`config.mk`:
```
export PLATFORM = sky130hd
export DESIGN_NAME = irq_cause_unit
export DESIGN_NICKNAME = d
export VERILOG_FILES = /design/src/rtl/irqc_pkg.sv /design/src/rtl/irqc_decode.sv /design/src/rtl/irqc_pend_ctr.sv /design/src/rtl/irqc_cause_reg.sv /design/src/rtl/irqc_mask_reg.sv /design/src/rtl/irq_cause_unit.sv
export SDC_FILE = /design/constraint.sdc
export NUM_CORES = 1
export LEC_CHECK = 0
export BUFFER_PORTS_ARGS = -buffer_cell sky130_fd_sc_hd__buf_2
export CAP_MARGIN = 20
export CORE_ASPECT_RATIO = 1.25
export CORE_MARGIN = 1.5
export CORE_UTILIZATION = 51
export DETAILED_ROUTE_END_ITERATION = 12
export PLACE_DENSITY_LB_ADDON = 0.1
export SYNTH_ARGS = -nofsm -noshare
export SYNTH_HDL_FRONTEND = slang
export SYNTH_SLANG_ARGS = --single-unit
export TNS_END_PERCENT = 1
```
`constraint.sdc`:
```
create_clock -name clk -period 3.6 [get_ports clk]
set_clock_uncertainty 0.05 [all_clocks]
set_input_delay 0.36 -clock clk [delete_from_list [all_inputs] [get_ports clk]]
set_output_delay 0.36 -clock clk [all_outputs]
set_load 0.02 [all_outputs]
```
`src/rtl/irqc_pkg.sv`:
```
package irqc_pkg;

  // Word offsets seen by the host
  localparam int unsigned OFS_CAUSE_RD  = 32'h0C0;
  localparam int unsigned OFS_CAUSE_SET = 32'h0C8;
  localparam int unsigned OFS_MASK_SET  = 32'h0D0;
  localparam int unsigned OFS_MASK_CLR  = 32'h0D8;

  // Cause bit positions
  localparam int unsigned BIT_DESC_DONE  = 0;
  localparam int unsigned BIT_TXQ_EMPTY  = 1;
  localparam int unsigned BIT_LINK_CHG   = 2;
  localparam int unsigned BIT_RX_OVERRUN = 6;
  localparam int unsigned BIT_RX_TIMER   = 7;
  localparam int unsigned BIT_MDIO_DONE  = 9;

  localparam int unsigned NUM_EVT = 6;

  // Event index order on the internal event vector
  typedef enum logic [2:0] {
    EV_DESC_DONE  = 3'd0,
    EV_TXQ_EMPTY  = 3'd1,
    EV_LINK_CHG   = 3'd2,
    EV_RX_OVERRUN = 3'd3,
    EV_RX_EOP     = 3'd4,
    EV_MDIO_DONE  = 3'd5
  } evt_idx_e;

  function automatic int unsigned evt_bit_pos(input int unsigned idx);
    case (idx)
      0:       return BIT_DESC_DONE;
      1:       return BIT_TXQ_EMPTY;
      2:       return BIT_LINK_CHG;
      3:       return BIT_RX_OVERRUN;
      4:       return BIT_RX_TIMER;
      default: return BIT_MDIO_DONE;
    endcase
  endfunction

endpackage

```
`src/rtl/irqc_decode.sv`:
```
module irqc_decode
  import irqc_pkg::*;
#(
  parameter int unsigned ADDR_W = 16
) (
  input  logic              host_sel,
  input  logic              host_wr,
  input  logic [ADDR_W-1:0] host_addr,
  output logic              rd_any,
  output logic              rd_cause,
  output logic              rd_mask,
  output logic              wr_cause_set,
  output logic              wr_mask_set,
  output logic              wr_mask_clr
);

  logic hit_cause_rd, hit_cause_set, hit_mask_set, hit_mask_clr;

  always_comb begin
    hit_cause_rd  = (host_addr == ADDR_W'(OFS_CAUSE_RD));
    hit_cause_set = (host_addr == ADDR_W'(OFS_CAUSE_SET));
    hit_mask_set  = (host_addr == ADDR_W'(OFS_MASK_SET));
    hit_mask_clr  = (host_addr == ADDR_W'(OFS_MASK_CLR));
  end

  always_comb begin
    rd_any       = host_sel && !host_wr;
    rd_cause     = rd_any && hit_cause_rd;
    rd_mask      = rd_any && hit_mask_set;
    wr_cause_set = host_sel && host_wr && hit_cause_set;
    wr_mask_set  = host_sel && host_wr && hit_mask_set;
    wr_mask_clr  = host_sel && host_wr && hit_mask_clr;
  end

endmodule

```
`src/rtl/irqc_pend_ctr.sv`:
```
module irqc_pend_ctr #(
  parameter int unsigned PEND_W = 4
) (
  input  logic clk,
  input  logic rst_n,
  input  logic inc,
  input  logic dec_req,
  output logic nonzero,
  output logic dec_taken
);

  localparam logic [PEND_W-1:0] CNT_MAX = {PEND_W{1'b1}};

  logic [PEND_W-1:0] cnt_q, cnt_d;

  always_comb begin
    nonzero   = (cnt_q != '0);
    dec_taken = dec_req && nonzero;
    cnt_d     = cnt_q;
    if (inc && !dec_taken && (cnt_q != CNT_MAX))
      cnt_d = cnt_q + 1'b1;
    else if (dec_taken && !inc)
      cnt_d = cnt_q - 1'b1;
  end

  always_ff @(posedge clk) begin
    if (!rst_n) cnt_q <= '0;
    else        cnt_q <= cnt_d;
  end

  AST_NO_OVERFLOW: assert property (@(posedge clk) disable iff (!rst_n)
    (cnt_q == CNT_MAX) && inc && !dec_taken |=> (cnt_q == CNT_MAX));

  AST_CNT_HOLD_BOTH: assert property (@(posedge clk) disable iff (!rst_n)
    inc && dec_taken |=> (cnt_q == $past(cnt_q)));

  AST_CNT_DECREMENT: assert property (@(posedge clk) disable iff (!rst_n)
    dec_taken && !inc |=> (cnt_q == PEND_W'($past(cnt_q) - 1'b1)));

  AST_NO_DEC_AT_ZERO: assert property (@(posedge clk) disable iff (!rst_n)
    (cnt_q == '0) && !inc |=> (cnt_q == '0));

endmodule

```
`src/rtl/irqc_cause_reg.sv`:
```
module irqc_cause_reg
  import irqc_pkg::*;
#(
  parameter int unsigned DATA_W = 32
) (
  input  logic              clk,
  input  logic              rst_n,
  input  logic [DATA_W-1:0] evt_bits,
  input  logic              rd_clear,
  input  logic              rearm,
  input  logic              set_we,
  input  logic [DATA_W-1:0] set_data,
  output logic [DATA_W-1:0] cause
);

  logic [DATA_W-1:0] cause_d;

  always_comb begin
    cause_d = rd_clear ? '0 : cause;
    if (set_we)
      cause_d = cause_d | set_data;
    cause_d = cause_d | evt_bits;
    if (rd_clear && rearm)
      cause_d[BIT_RX_TIMER] = 1'b1;
  end

  always_ff @(posedge clk) begin
    if (!rst_n) cause <= '0;
    else        cause <= cause_d;
  end

  AST_EVT_KEPT: assert property (@(posedge clk) disable iff (!rst_n)
    (evt_bits != '0) |=> ((cause & $past(evt_bits)) == $past(evt_bits)));

  AST_READ_CLEARS: assert property (@(posedge clk) disable iff (!rst_n)
    rd_clear && (evt_bits == '0) && !rearm |=> (cause == '0));

  AST_REARM_RXT: assert property (@(posedge clk) disable iff (!rst_n)
    rd_clear && rearm |=> cause[BIT_RX_TIMER]);

  AST_SET_ORS: assert property (@(posedge clk) disable iff (!rst_n)
    set_we |=> ((cause & $past(set_data)) == $past(set_data)));

  AST_CAUSE_STICKY: assert property (@(posedge clk) disable iff (!rst_n)
    !rd_clear |=> ((cause & $past(cause)) == $past(cause)));

endmodule

```
`src/rtl/irqc_mask_reg.sv`:
```
module irqc_mask_reg #(
  parameter int unsigned DATA_W = 32
) (
  input  logic              clk,
  input  logic              rst_n,
  input  logic              set_we,
  input  logic              clr_we,
  input  logic [DATA_W-1:0] wdata,
  output logic [DATA_W-1:0] mask
);

  logic [DATA_W-1:0] mask_d;

  always_comb begin
    mask_d = mask;
    if (set_we)      mask_d = mask | wdata;
    else if (clr_we) mask_d = mask & ~wdata;
  end

  always_ff @(posedge clk) begin
    if (!rst_n) mask <= '0;
    else        mask <= mask_d;
  end

  AST_MASK_CLEARED: assert property (@(posedge clk) disable iff (!rst_n)
    clr_we |=> ((mask & $past(wdata)) == '0));

  AST_MASK_SET_KEEPS: assert property (@(posedge clk) disable iff (!rst_n)
    set_we |=> ((mask & ($past(mask) | $past(wdata))) == ($past(mask) | $past(wdata))));

  AST_MASK_IDLE: assert property (@(posedge clk) disable iff (!rst_n)
    !set_we && !clr_we |=> (mask == $past(mask)));

endmodule

```
`src/rtl/irq_cause_unit.sv`:
```
module irq_cause_unit
  import irqc_pkg::*;
#(
  parameter int unsigned ADDR_W = 16,
  parameter int unsigned DATA_W = 32,
  parameter int unsigned PEND_W = 4
) (
  input  logic              clk,
  input  logic              rst_n,
  input  logic              host_sel,
  input  logic              host_wr,
  input  logic [ADDR_W-1:0] host_addr,
  input  logic [DATA_W-1:0] host_wdata,
  output logic              host_rvalid,
  output logic [DATA_W-1:0] host_rdata,
  input  logic              evt_desc_done,
  input  logic              evt_txq_empty,
  input  logic              evt_link_chg,
  input  logic              evt_rx_overrun,
  input  logic              evt_rx_eop,
  input  logic              evt_mdio_done,
  output logic              irq_out
);

  logic rd_any, rd_cause, rd_mask, wr_cause_set, wr_mask_set, wr_mask_clr;
  logic pend_nz, pend_dec;
  logic [NUM_EVT-1:0] evt_vec;
  logic [DATA_W-1:0]  evt_bits, cause, mask, rdata_d;

  irqc_decode #(.ADDR_W(ADDR_W)) u_decode (
    .host_sel     (host_sel),
    .host_wr      (host_wr),
    .host_addr    (host_addr),
    .rd_any       (rd_any),
    .rd_cause     (rd_cause),
    .rd_mask      (rd_mask),
    .wr_cause_set (wr_cause_set),
    .wr_mask_set  (wr_mask_set),
    .wr_mask_clr  (wr_mask_clr)
  );

  always_comb begin
    evt_vec[EV_DESC_DONE]  = evt_desc_done;
    evt_vec[EV_TXQ_EMPTY]  = evt_txq_empty;
    evt_vec[EV_LINK_CHG]   = evt_link_chg;
    evt_vec[EV_RX_OVERRUN] = evt_rx_overrun;
    evt_vec[EV_RX_EOP]     = evt_rx_eop;
    evt_vec[EV_MDIO_DONE]  = evt_mdio_done;
  end

  // Scatter each event onto its cause bit position
  for (genvar g = 0; g < DATA_W; g++) begin : g_evt_map
    logic hit;
    always_comb begin
      hit = 1'b0;
      for (int e = 0; e < NUM_EVT; e++)
        if (evt_bit_pos(e) == g) hit = hit | evt_vec[e];
    end
    assign evt_bits[g] = hit;
  end

  irqc_pend_ctr #(.PEND_W(PEND_W)) u_pend (
    .clk       (clk),
    .rst_n     (rst_n),
    .inc       (evt_rx_eop),
    .dec_req   (rd_cause),
    .nonzero   (pend_nz),
    .dec_taken (pend_dec)
  );

  irqc_cause_reg #(.DATA_W(DATA_W)) u_cause (
    .clk      (clk),
    .rst_n    (rst_n),
    .evt_bits (evt_bits),
    .rd_clear (rd_cause),
    .rearm    (pend_dec),
    .set_we   (wr_cause_set),
    .set_data (host_wdata),
    .cause    (cause)
  );

  irqc_mask_reg #(.DATA_W(DATA_W)) u_mask (
    .clk    (clk),
    .rst_n  (rst_n),
    .set_we (wr_mask_set),
    .clr_we (wr_mask_clr),
    .wdata  (host_wdata),
    .mask   (mask)
  );

  always_comb begin
    rdata_d = '0;
    if (rd_cause)     rdata_d = cause;
    else if (rd_mask) rdata_d = mask;
  end

  always_ff @(posedge clk) begin
    if (!rst_n) begin
      host_rvalid <= 1'b0;
      host_rdata  <= '0;
    end else begin
      host_rvalid <= rd_any;
      host_rdata  <= rdata_d;
    end
  end

  assign irq_out = |(cause & mask);

  AST_IRQ_MASKED: assert property (@(posedge clk) disable iff (!rst_n)
    (mask == '0) |-> !irq_out);

  AST_WO_READ_ZERO: assert property (@(posedge clk) disable iff (!rst_n)
    rd_any && !rd_cause && !rd_mask |=> (host_rdata == '0));

  AST_RVALID_PULSE: assert property (@(posedge clk) disable iff (!rst_n)
    rd_any |=> host_rvalid);

  AST_RDATA_IDLE: assert property (@(posedge clk) disable iff (!rst_n)
    !host_rvalid |-> (host_rdata == '0));

endmodule

```
==> results of run 1 <==
## worst paths after layout
kind	startpoint	end	cells after the start
min	evt_rx_overrun	u_cause.cause[6]	3
min reg2reg	u_cause.cause[13]	u_cause.cause[13]	2
max reg2reg	u_pend.cnt_q[0]	u_pend.cnt_q[3]	9
max	host_addr[2]	u_pend.cnt_q[3]	10
## power groups by stage
stage	Clock, mW	Sequential (mW)	Combinational, mW
after floorplan	0	1.16	0.0543
after global placement	0	1.16	0.108
after detailed placement	0	1.16	0.110
after CTS	0.669	1.14	0.110
after global routing	0.705	1.14	0.122
final	0.656	1.14	0.109
## final cells by class
| cell class | count | area share, % |
|---|---|---|
| Clock inverter | 5 | 0.894 |
| Inverter | 10 | 0.788 |
| Tap cell | 95 | 2.50 |
| Clock buffer | 10 | 2.68 |
| Timing Repair Buffer | 101 | 11.4 |
| Multi-Input combinational cell | 317 | 39.3 |
| Sequential cell | 101 | 42.5 |
## Yosys cell counts, drive strengths merged (2+ instances only)
cell,n
mux2i,34
nand4,2
inv,10
a22oi,49
a221oi,2
and3,2
a21oi,35
nor2,66
nor4,4
nand2,56
or4,3
nand3,37
a22o,2
a21o,2
dfxtp,101
and2,2
ha,2
clkbuf,34
nand4b,2
## through the flow
| stage | power (mW) | hold WS [ns] | util [%] |
|---|---|---|---|
| final | 1.90 | 0.164 | 61.5 |
| after global routing | 1.96 | 0.164 | 61.5 |
| after CTS | 1.92 | 0.165 | 61.5 |
| after detailed placement | 1.27 | 0.412 | 59.3 |
| after global placement | 1.27 | 0.404 | 59.3 |
| after floorplan | 1.21 | 0.395 | - |
## cells by family after synthesis
kind of cell	count (synthesis)	synth area share, %
compound gates	96	15.8
xor+xnor	1	0.216
fa+ha+maj	3	1.11
buf+inv	45	4.20
flops	101	49.9
mux	35	8.68
simple gates	182	20.1
## critical path: stages
cell	delay, ns
buf_2	0.09
or4b_4	0.56
or4_1	0.50
o21bai_1	0.15
buf_4	0.17
ha_1	0.23
a21o_1	0.17
a21oi_1	0.16
mux2i_1	0.23
mux2i_1	0.19
## routing by layer
metal | vias up | part of all wire (%) | wire [µm]
li1 | 1774 | - | -
met1 | 1716 | 47 | 4690
met2 | 106 | 47 | 4730
met3 | 11 | 4.7 | 468
met4 | 0 | 1.3 | 128
met5 | - | 0 | 0
==> flow_metrics.py, run 1 <==
metrics = {
    "floorplanning": {
        "initial_core_util_pct": 52.3,
        "core_um2": 7750,
        "fp.dieH_um": 103,
        "design.die.area_um2": 8490,
        "fp-row-count": 36,
        "die_w_um": 82.7,
        "pin_count": 92,
    },
    "clock_tree": {
        "cts_tree": "built",
        "ctsLongestPathBuffers": 2,
        "postCtsSetupBuffers": 0,
        "cts_inserted_buffers": 9,
        "clk_latency_ns": 0.36,
        "clkSlewWorstSetupHoldPaths_ns": 0.10,
        "cts_hold_buf": 0,
        "cts_max_level": 3,
        "ctsRootBufferMaster": "clkbuf_8",
        "cts_sinks": 101,
        "cts_resized": 0,
    },
    "power_and_ir_drop": {
        "vdd_drop_max_mv": 0.221,
        "swShare_pct": 24.7,
        "power_density_nw_per_um2": 399,
        "leakage_nw": 2.11,
        "pwr-share-clk_pct": 34.5,
        "sequentialPowerShare_pct": 59.7,
        "switchingPower_mw": 0.470,
        "p_comb_share_pct": 5.8,
        "p_int_mw": 1.43,
    },
    "place": {
        "place_ws_ns": 0.644,
        "io_buffers": 91,
        "post-place-cells": 624,
        "place_congestion": 0.762,
        "hpwl_um": 6280,
        "place_area_um2": 4590,
    },
    "detailed_routing": {
        "num_vias": 3607,
        "drt-total-wl_um": 10000,
        "ant_nets": 0,
        "first_pass_iters": 5,
        "drt_iter0_markers": 287,
        "avgRoutedWirePerCell_um": 15.7,
        "remaining_drc_errors": 0,
        "vias_per_cell": 5.64,
    },
    "yosys": {
        "synth-main-ff-cell": "dfxtp_1",
        "syn_inst": 463,
        "synth_enable_flop_cells": 0,
        "synth_cell_types": 38,
        "synthArstFlopShare_pct": 0,
        "synth_top_area_cell": "dfxtp_1",
        "synth.avg_cell_area_um2": 8.75,
        "synth_top_area_share_pct": 49.9,
        "yosys-top-cells-area": "dfxtp_1 50%, a22oi_1 9.1%, mux2i_1 8.4%",
        "synth_nets": 524,
        "ys_seq_area_share_pct": 49.9,
        "syn-cell-area_um2": 4050,
        "ys_ff_latch": 101,
        "yosysWarnings": 0,
    },
    "finish": {
        "final_common_cell": "dfxtp_1",
        "areaGrowthSynthToFinish_pct": 17.5,
        "final_cell_mix": "101 x dfxtp_1, 91 x buf_2, 64 x nor2_1",
        "fill_cells": 730,
        "antenna_cells": 0,
        "seqCellArea_um2": 2020,
        "drive_gt1_share_pct": 22.6,
        "multi_input_area_um2": 1870,
        "design_area_um2": 4760,
        "instances_no_fill": 639,
        "final_nets": 601,
    },
    "global_route": {
        "grt_busiest_layer": "met2",
        "grt-ovfl-total": 0,
        "grt_max_degree": 48,
        "grt_pass1_vias": 3191,
        "grt_pass1_wl_um": 15400,
        "met2_usage_pct": 37.6,
        "antenna_found_initial": 0,
        "grtUsageMet3_pct": 3.27,
        "use_met1_pct": 33.5,
        "track_usage_pct": 23.9,
    },
    "worst_setup_path": {
        "path_max_fanout": 8,
        "worst_ep_arrival_time_ns": 2.83,
        "required_ns": 3.85,
        "critPathKind": "in2reg",
        "end_kind": "flop",
        "startpoint_type": "input port",
        "r2r_slack_ns": 1.15,
    },
    "sta": {
        "finalSetupTns_ns": 0,
        "finalSetupViolCount": 0,
        "tightestPinTransition_ns": 0.780,
        "period_share_pct": 71.7,
        "period_minus_slack_ns": 2.58,
        "max_freq_mhz": 388,
        "slew_viol_final": 0,
        "hold_violations": 0,
        "setup_ws_ns": 1.02,
        "relSlewSlack_pct": 47.9,
        "grt_setup_unrepaired": "false",
    },
    "run_status": {
        "status": "completed",
    },
    "worst_hold_path": {
        "min_path_type": "in2reg",
    },
    "flow_run": {
        "max-cap-violations": 0,
    },
}
(Power assumes the default switching activity.)
==> inputs of run 2 (changes only) <==
--- a/config.mk
+++ b/config.mk
@@ -9,7 +9,7 @@
 export CAP_MARGIN = 20
 export CORE_ASPECT_RATIO = 1.25
 export CORE_MARGIN = 1.5
-export CORE_UTILIZATION = 51
+export CORE_UTILIZATION = 48
 export DETAILED_ROUTE_END_ITERATION = 12
 export PLACE_DENSITY_LB_ADDON = 0.1
 export SYNTH_ARGS = -nofsm -noshare
==> constraint.sdc (replaced) <==
create_clock -name clk -period 2.17 [get_ports clk]
set_clock_uncertainty 0.05 [all_clocks]
set_input_delay 0.217 -clock clk [delete_from_list [all_inputs] [get_ports clk]]
set_output_delay 0.217 -clock clk [all_outputs]
set_load 0.02 [all_outputs]
==> flow_metrics.py, run 2 (synthesis gave the netlist of run 1 again) <==
metrics = {
    "detailed_routing": {
        "remaining_drc_errors": 5,
        "drt-total-wl_um": 10700,
        "num_vias": 3696,
        "drt_iter0_markers": 290,
        "ant_nets": 0,
        "avgRoutedWirePerCell_um": 16.2,
        "first_pass_iters": 9,
        "vias_per_cell": 5.58,
    },
    "finish": {
        "fin_util_pct": 62.2,
        "drive_gt1_share_pct": 27.6,
        "multi_input_area_um2": 1920,
        "antenna_cells": 0,
        "final_cell_mix": "95 x dfxtp_1, 90 x buf_2, 64 x nor2_1",
        "areaGrowthSynthToFinish_pct": 25.9,
        "fill_cells": 711,
        "final_common_cell": "dfxtp_1",
        "seqCellArea_um2": 2030,
        "final_nets": 621,
    },
    "worst_hold_path": {
        "min_path_type": "in2reg",
        "hp-start": "evt_txq_empty",
        "whs_path_depth": 3,
    },
    "clock_tree": {
        "ctsLongestPathBuffers": 2,
        "cts_sinks": 101,
        "clkSlewWorstSetupHoldPaths_ns": 0.10,
        "clk_latency_ns": 0.39,
        "cts_max_level": 3,
        "ctsRootBufferMaster": "clkbuf_8",
        "postCtsSetupBuffers": 0,
        "cts_tree": "built",
        "cts_inserted_buffers": 9,
    },
    "worst_setup_path": {
        "path_max_fanout": 3,
        "worstRegToRegCells": 8,
        "startpoint_type": "input port",
        "required_ns": 2.44,
        "r2r_end": "u_pend.cnt_q[3]",
        "r2r_slack_ns": 0.04,
        "worst_ep_arrival_time_ns": 2.47,
        "end_kind": "flop",
        "critPathKind": "in2reg",
        "rr_startpoint": "u_pend.cnt_q[1]",
        "crit_start": "host_addr[2]",
        "crit_end": "u_pend.cnt_q[3]",
    },
    "sta": {
        "hold_violations": 0,
        "setup_ws_ns": -0.0297,
        "period_share_pct": 101,
        "period_minus_slack_ns": 2.20,
        "finalSetupViolCount": 2,
        "tightestPinTransition_ns": 0.391,
        "relSlewSlack_pct": 74.0,
        "grt_setup_unrepaired": "true",
        "slew_viol_final": 0,
        "max_freq_mhz": 455,
    },
    "place": {
        "hpwl_um": 6940,
        "io_buffers": 91,
        "place_congestion": 0.779,
        "place_ws_ns": -0.448,
    },
    "global_route": {
        "antenna_found_initial": 0,
        "grt_pass1_wl_um": 17400,
        "use_met1_pct": 30.7,
        "met2_usage_pct": 40.5,
        "grt-ovfl-total": 0,
        "grt_max_degree": 62,
        "grtUsageMet3_pct": 6.26,
        "track_usage_pct": 24.7,
        "grt_pass1_vias": 3712,
        "grt_busiest_layer": "met2",
    },
    "power_and_ir_drop": {
        "leakage_nw": 2.26,
        "p_comb_share_pct": 6.2,
        "power_density_nw_per_um2": 674,
        "p_int_mw": 2.62,
        "vdd_drop_max_mv": 0.525,
        "sequentialPowerShare_pct": 54.9,
        "pwr-share-clk_pct": 38.9,
        "switchingPower_mw": 0.814,
        "total_power_mw": 3.44,
        "swShare_pct": 23.7,
    },
    "floorplanning": {
        "pin_count": 92,
        "die_w_um": 85.2,
        "initial_core_util_pct": 49.4,
        "fp-row-count": 37,
        "design.die.area_um2": 9000,
        "core_um2": 8190,
        "fp.dieH_um": 106,
    },
    "run_status": {
        "violations": "DRC, setup timing",
        "status": "finished with violations",
    },
    "flow_run": {
        "max-cap-violations": 0,
    },
}
-- run 2: critical path, cell delays in order --
cell and delay (ns):
buf_2 0.09, or4b_4 0.54, or4_4 0.52, o21bai_4 0.15, ha_1 0.26, a21o_1 0.17, a21oi_2 0.12, mux2i_1 0.22
mux2i_1 0.19
-- run 2: worst min path at each step --
stage / to
final: u_cause.cause[1]
after CTS: u_cause.cause[1]
after detailed placement: u_cause.cause[9]
after global placement: u_cause.cause[2]
after global routing: u_cause.cause[31]
after floorplan: flop
-- run 2: layout make-up --
| class | count | share of cell area (%) |
|---|---|---|
| flip-flops and latches | 101 | 39.8 |
| multi-input cells | 317 | 37.7 |
| repair buffers | 121 | 15.0 |
| clock buffers | 9 | 2.43 |
| well taps | 97 | 2.38 |
| clock inverters | 7 | 1.94 |
| inverters | 10 | 0.736 |
-- run 2: layer usage --
layer / part of all wire [%] / routed length (µm)
met2: 49 / 5210
met3: 5.1 / 542
met4: 1.9 / 207
met1: 44 / 4750
met5: 0 / 0
-- run 2: power by group through the flow --
stage,clock (mW),combinational [mW],sequential (mW)
global placement,0,0.201,1.92
CTS,1.36,0.210,1.88
floorplan,0,0.0944,1.92
finish,1.34,0.213,1.89
detailed placement,0,0.205,1.92
global route,1.43,0.234,1.89
-- run 2: what timing repair did --
action,in CTS,in global routing
pin swaps,1,2
hold endpoints to repair,2,0
resized for setup,2,11
setup endpoints to repair,3,3
hold buffers,2,0
-- run 2: stage by stage --
stage / std cells / TNS [ns] / hold WS [ns] / area (µm²)
3_3_place_gp: 644 / -7.92 / 0.403 / 4810
6_report: 662 / -0.0550 / 0.0176 / 5100
2_1_floorplan: 463 / -0.621 / 0.289 / 4070
5_1_grt: 662 / -0.205 / 0.0117 / 5100
3_5_place_dp: 644 / -8.82 / 0.410 / 4810
4_1_cts: 662 / -0.119 / 0.00303 / 5060
